$ cat src/rtl/mac_pkg.sv
package mac_pkg;
    localparam int unsigned MAC_DW   = 16;
    localparam int unsigned MAC_AW   = 2 * MAC_DW;
    localparam int unsigned MAC_IMMW = 8;
    localparam int unsigned MAC_SW   = 16;
    localparam int unsigned ST_L     = 12;
    localparam int unsigned ST_Z     = 13;
    localparam int unsigned ST_V     = 14;
    localparam int unsigned ST_N     = 15;

    typedef enum logic [3:0] {
        OP_NOP  = 4'd0,  OP_LOAD = 4'd1,  OP_ADD  = 4'd2,  OP_SUB  = 4'd3,
        OP_CMP  = 4'd4,  OP_AND  = 4'd5,  OP_OR   = 4'd6,  OP_XOR  = 4'd7,
        OP_SHR  = 4'd8,  OP_SHL  = 4'd9,  OP_NEG  = 4'd10, OP_ABS  = 4'd11,
        OP_MLD  = 4'd12, OP_MADD = 4'd13, OP_MSUB = 4'd14, OP_RSVD = 4'd15
    } mac_op_e;

    typedef enum logic [1:0] {
        SRC_WORD  = 2'd0,
        SRC_PROD  = 2'd1,
        SRC_SHORT = 2'd2,
        SRC_ALT   = 2'd3
    } mac_src_e;

    typedef struct packed {
        logic [MAC_AW-1:0] acc;
        logic [MAC_AW-1:0] prod;
        logic [MAC_SW-1:0] status;
    } mac_state_t;
endpackage

$ cat src/rtl/mac_product.sv
module mac_product
    import mac_pkg::*;
(
    input  logic [MAC_DW-1:0] mul_a,
    input  logic [MAC_DW-1:0] mul_b,
    output logic [MAC_AW-1:0] prod_dbl
);
    localparam int unsigned EXT = MAC_AW - MAC_DW;

    logic signed [MAC_AW-1:0] a_ext;
    logic signed [MAC_AW-1:0] b_ext;
    logic signed [MAC_AW-1:0] full;

    always_comb begin
        a_ext    = {{EXT{mul_a[MAC_DW-1]}}, mul_a};
        b_ext    = {{EXT{mul_b[MAC_DW-1]}}, mul_b};
        full     = a_ext * b_ext;
        prod_dbl = {full[MAC_AW-2:0], 1'b0};
    end
endmodule

$ cat src/rtl/mac_alu.sv
module mac_alu
    import mac_pkg::*;
(
    input  mac_op_e           op,
    input  mac_src_e          src,
    input  logic [MAC_DW-1:0] operand,
    input  logic [MAC_AW-1:0] acc,
    input  logic [MAC_AW-1:0] prod,
    output logic [MAC_AW-1:0] acc_next,
    output logic [MAC_AW-1:0] flag_res,
    output logic              flag_upd,
    output logic              prod_load
);
    localparam int unsigned IMM_PAD = MAC_DW - MAC_IMMW;

    logic [MAC_AW-1:0] src_val;
    logic [MAC_AW-1:0] diff;

    always_comb begin
        unique case (src)
            SRC_PROD:  src_val = prod;
            SRC_SHORT: src_val = {{IMM_PAD{1'b0}}, operand[MAC_IMMW-1:0], {MAC_DW{1'b0}}};
            default:   src_val = {operand, {MAC_DW{1'b0}}};
        endcase
        diff = acc - src_val;
    end

    always_comb begin
        acc_next  = acc;
        flag_upd  = 1'b1;
        prod_load = 1'b0;
        unique case (op)
            OP_LOAD: begin
                flag_upd = 1'b0;
                if (src == SRC_PROD) acc_next = prod;
                else                 acc_next = {src_val[MAC_AW-1:MAC_DW], acc[MAC_DW-1:0]};
            end
            OP_ADD:  acc_next = acc + src_val;
            OP_SUB:  acc_next = diff;
            OP_CMP:  acc_next = acc;
            OP_AND:  acc_next = acc & src_val;
            OP_OR:   acc_next = acc | src_val;
            OP_XOR:  acc_next = acc ^ src_val;
            OP_SHR:  acc_next = {acc[MAC_AW-1], acc[MAC_AW-1:1]};
            OP_SHL:  acc_next = {acc[MAC_AW-2:0], 1'b0};
            OP_NEG:  acc_next = '0 - acc;
            OP_ABS:  acc_next = acc[MAC_AW-1] ? ('0 - acc) : acc;
            OP_MLD: begin
                acc_next  = '0;
                prod_load = 1'b1;
            end
            OP_MADD: begin
                acc_next  = acc + prod;
                prod_load = 1'b1;
            end
            OP_MSUB: begin
                acc_next  = acc - prod;
                prod_load = 1'b1;
            end
            default: flag_upd = 1'b0;
        endcase
        flag_res = (op == OP_CMP) ? diff : acc_next;
    end
endmodule

$ cat src/rtl/mac_flags.sv
module mac_flags
    import mac_pkg::*;
(
    input  logic [MAC_SW-1:0] st_in,
    input  logic              upd,
    input  logic [MAC_AW-1:0] res,
    output logic [MAC_SW-1:0] st_out
);
    always_comb begin
        st_out = st_in;
        if (upd) begin
            st_out[ST_L] = 1'b0;
            st_out[ST_V] = 1'b0;
            st_out[ST_Z] = ~|res;
            st_out[ST_N] = res[MAC_AW-1];
        end
    end
endmodule

$ cat src/rtl/mac_acc_unit.sv
module mac_acc_unit
    import mac_pkg::*;
(
    input  logic        clk,
    input  logic        rst_n,
    input  logic        op_valid,
    input  logic [3:0]  op_sel,
    input  logic [1:0]  src_sel,
    input  logic [15:0] operand,
    input  logic [15:0] x_in,
    input  logic [15:0] y_in,
    output logic [31:0] acc_o,
    output logic [31:0] prod_o,
    output logic [15:0] status_o
);
    mac_state_t        st_q;
    mac_state_t        st_d;
    logic [MAC_AW-1:0] prod_new;
    logic [MAC_AW-1:0] alu_acc;
    logic [MAC_AW-1:0] alu_res;
    logic              alu_flag_upd;
    logic              alu_prod_load;
    logic [MAC_SW-1:0] status_new;

    mac_product u_product (
        .mul_a    (x_in),
        .mul_b    (y_in),
        .prod_dbl (prod_new)
    );

    mac_alu u_alu (
        .op        (mac_op_e'(op_sel)),
        .src       (mac_src_e'(src_sel)),
        .operand   (operand),
        .acc       (st_q.acc),
        .prod      (st_q.prod),
        .acc_next  (alu_acc),
        .flag_res  (alu_res),
        .flag_upd  (alu_flag_upd),
        .prod_load (alu_prod_load)
    );

    mac_flags u_flags (
        .st_in  (st_q.status),
        .upd    (alu_flag_upd),
        .res    (alu_res),
        .st_out (status_new)
    );

    always_comb begin
        st_d = st_q;
        if (op_valid) begin
            st_d.acc    = alu_acc;
            st_d.status = status_new;
            if (alu_prod_load) st_d.prod = prod_new;
        end
    end

    always_ff @(posedge clk) begin
        if (!rst_n) st_q <= '0;
        else        st_q <= st_d;
    end

    assign acc_o    = st_q.acc;
    assign prod_o   = st_q.prod;
    assign status_o = st_q.status;
endmodule

$ cat config.mk
export PLATFORM = sky130hd
export DESIGN_NAME = mac_acc_unit
export DESIGN_NICKNAME = d
export VERILOG_FILES = /design/src/rtl/mac_pkg.sv /design/src/rtl/mac_product.sv /design/src/rtl/mac_alu.sv /design/src/rtl/mac_flags.sv /design/src/rtl/mac_acc_unit.sv
export SDC_FILE = /design/constraint.sdc
export NUM_CORES = 1
export LEC_CHECK = 0
export BUFFER_PORTS_ARGS = -buffer_cell sky130_fd_sc_hd__buf_2
export CAP_MARGIN = 10
export CORE_ASPECT_RATIO = 1.2
export CORE_UTILIZATION = 40
export CTS_CLUSTER_DIAMETER = 40
export CTS_CLUSTER_SIZE = 40
export DETAILED_ROUTE_END_ITERATION = 10
export PLACE_DENSITY = 0.67
export SYNTH_ARGS = -nofsm -noshare
export SYNTH_HDL_FRONTEND = slang
export SYNTH_SLANG_ARGS = --single-unit
export TNS_END_PERCENT = 5
$ cat constraint.sdc
create_clock -name clk -period 9.3 [get_ports clk]
set_input_delay 1.86 -clock clk [delete_from_list [all_inputs] [get_ports clk]]
set_output_delay 1.86 -clock clk [all_outputs]
set_load 0.02 [all_outputs]
==> run summary <==
Antenna Nets Post-Route = 0
Horiz. Die Dim = 215 µm
Fin. max-slew vios = 0
CTS clk-pin slew, worst paths = 80 ps
Comb power frac = 0.893
CP Max Fanout = 16
Final instance area = 0.0234 mm²
Clock power share = 0.052
CP Launch Type = input port
Worst path max stage delay = 550 ps
CTS tree = done
Async SR Flop Fraction = 0
Seq cells post-synth = 65
Root Buffer = clkbuf_16
Final nets = 3,384
Lkg Pwr = 10.8 nW
Final WL = 76,800 µm
Drt initial violations = 2,305
Post-CTS resize count = 0
Power Total = 7.70 mW
Layout cells sized above 1 = 0.0779
Maxcap violations = 0
DR vias = 21.0k
CP Capture Type = flip-flop
Peak VDD IR = 0.000308 V
Max Clk Rate = 131 MHz
Cell Pwr Density = 329 mW/mm²
Yosys top cell area share = 0.236
Via/cell ratio = 5.86
RSZ-0062 raised after global routing = false
Switching power = 4.13 mW
ANT cells = 0
Gp weighted congestion = 1.05
WS Path Type = input port to flip-flop
Die area = 0.0555 mm²
Setup bufs post-CTS = 0
PortBufs = 121
Most used cell along the critical path = fa_1
Status = completed
Slew margin rel. = 0.294
Finish-stage setup viols = 0
DP Worst Slack = 1240 ps
Switching Share = 0.537
Worst path buffer plus inverter count = 4
Syn. warnings = 0
Crit path max-delay cell type = fa_1
Largest net degree at the start of global routing = 67
Pre-Repair DR Iteration Count = 7
Ys flop type = dfxtp_1
Clock Sinks = 65
Htree depth = 3
Syn avg cell area = 7.69 µm²
Routed len/inst = 21.5 µm
Clock Path Buffers = 2
Clock skew = 19.4 ps
WP data arrival = 7920 ps
Hold crit path type = flip-flop to flip-flop
Top post-synthesis cells by area = fa_1 24%, ha_1 12%, inv_1 6.6%, dfxtp_1 6.0%, nand2_1 5.9%
Tot GR Track Use = 0.275
Seq/Total Area, Yosys = 0.0596
Critical Path RT = 9560 ps
Cell family with most CP delay = adder cells
I/O pin count = 137
Sequential Power Share = 0.055
Clock latency on the worst-skew pair = 380 ps
Tmin final = 7660 ps
Initial antenna violation count = 0
Final cycle utilization of the critical path = 0.823
Placed cell area = 0.0230 mm²
Gr ovfl total = 0
Cell variety after synth = 95
Die Span Y = 258 µm
Worst-margin pin slew = 1060 ps
TNS Setup = 0 ps
Row Count = 93
CTS Hold Buffers Added = 0
Initial Util = 0.406
RR Startpoint = prod_o[3]$_SDFFE_PN0P_
Min Hold Slack = 574 ps
Worst hold start = status_o[15]$_SDFFE_PN0P_
Synth area leader = fa_1
Post-DP HPWL = 61,500 µm
Worst path cell trace = buf_2 > nand2_1 > fa_1 > inv_1 > fa_1 > inv_1 > fa_1 > fa_1 > inv_1 > fa_1 > fa_1 > ha_1 > nand2_1 > a211o_1 > a31o_2 > o311ai_0 > o211ai_1 > o21a_1 > o21ai_0 > xnor2_1 > o21ai_0 > and2_1
CORE AREA = 0.0538 mm²
Vias in the first global route = 20.6k
CTS buffer count = 9
Hold Fails Final Rpt = 0
Number of enable flip-flop cells after synthesis = 0
Post-Syn Area = 0.0218 mm²
Global-route wire length before repair = 120,000 µm
Worst setup margin = 1640 ps
Area growth syn-to-layout = 6.96%
Crit. Startpoint = y_in[6]
Cell-internal power = 3.56 mW
DR DRC count = 0
Syn Inst Count = 2,839
[tightest hold or removal path, cell delays in order, from the launching register on]
cell      delay, ps
dfxtp_1         320
nand2b_1         90
o211a_1         130
[cells in the final DEF (no fill, tap or decap), types with 15 or more instances in the layout]
cell and instances:
a211oi_1 19, a21o_1 36, a21oi_1 163, a221oi_1 25, a22oi_1 17, a31oi_1 23
and2_1 132, and3_1 15, buf_2 121, buf_4 42, conb_1 15, dfxtp_1 65
fa_1 258, ha_1 209, inv_1 386, mux2i_1 33, nand2_1 341, nand2b_1 40
nand3_1 45, nand4_1 18, nor2_1 145, nor2b_1 34, nor3_1 44, nor4_1 25
o211ai_1 16, o21a_1 22, o21ai_0 139, o221ai_1 15, o22ai_1 19, o31ai_1 20
or3_1 16, xnor2_1 118, xor2_1 25
[cell type report]
type | instances | area, µm²
Clock inverter | 5 | 77.6
Clock buffer | 11 | 253
Sequential cell | 65 | 1300
Multi-Input combinational cell | 2232 | 18500
Tap cell | 712 | 891
Inverter | 388 | 1460
Timing Repair Buffer | 163 | 921
Fill cell | 5586 | 30400
[logic make-up (layout without fill, tap and decap cells)]
family                   after synthesis  count (layout)  synth area share
AO/OA/AOI/OAI                        673             673             0.210
XOR/XNOR                             143             143            0.0573
adder cells (fa/ha/maj)              468             468             0.357
buffers and inverters                556             567            0.0992
flip-flops                            65              65            0.0596
multiplexers                          36              36            0.0172
other                                  1              15          0.000172
AND/OR/NAND/NOR                      897             897             0.200
[synth_stat cells (all sizes together) (40+ instances only)]
master	count
a21oi	166
and2	133
buf	42
clkbuf	126
dfxtp	65
fa	258
ha	210
inv	386
nand2	341
nand2b	40
nand3	46
nor2	148
nor3	48
o21ai	146
xnor2	118
[flip-flops by register name (all words and copies together), names as in the netlist]
name and flops:
status_o 2, prod_o 31, acc_o 32
[final timing paths]
path	to	slack (ps)	depth (start not counted)
max	prod_o[30]$_SDFFE_PN0P_	1640	22
min	status_o[15]$_SDFFE_PN0P_	570	2
max reg2reg	status_o[13]$_SDFFE_PN0P_	3280	22
min reg2reg	status_o[15]$_SDFFE_PN0P_	570	2
[power groups by stage]
stage | clock network [mW] | registers [mW] | logic, mW
global placement | 0 | 0.424 | 6.78
floorplan | 0 | 0.416 | 5.45
detailed placement | 0 | 0.424 | 6.85
finish | 0.399 | 0.423 | 6.87
global route | 0.412 | 0.429 | 7.84
CTS | 0.405 | 0.418 | 6.89
[metrics by stage]
step                       util  cells
after detailed placement  0.428   3560
after CTS                 0.435   3576
after global placement    0.428   3560
after global routing      0.435   3576
after floorplan               -   2853
final                     0.435   3576
[metal layers]
layer / global-route usage / part of all wire / up-vias
li1: - / - / 9585
met1: 0.349 / 0.40 / 9982
met2: 0.454 / 0.46 / 1135
met3: 0.0332 / 0.084 / 254
met4: 0.152 / 0.060 / 0
met5: 0 / 0 / -
(Power assumes the default switching activity.)
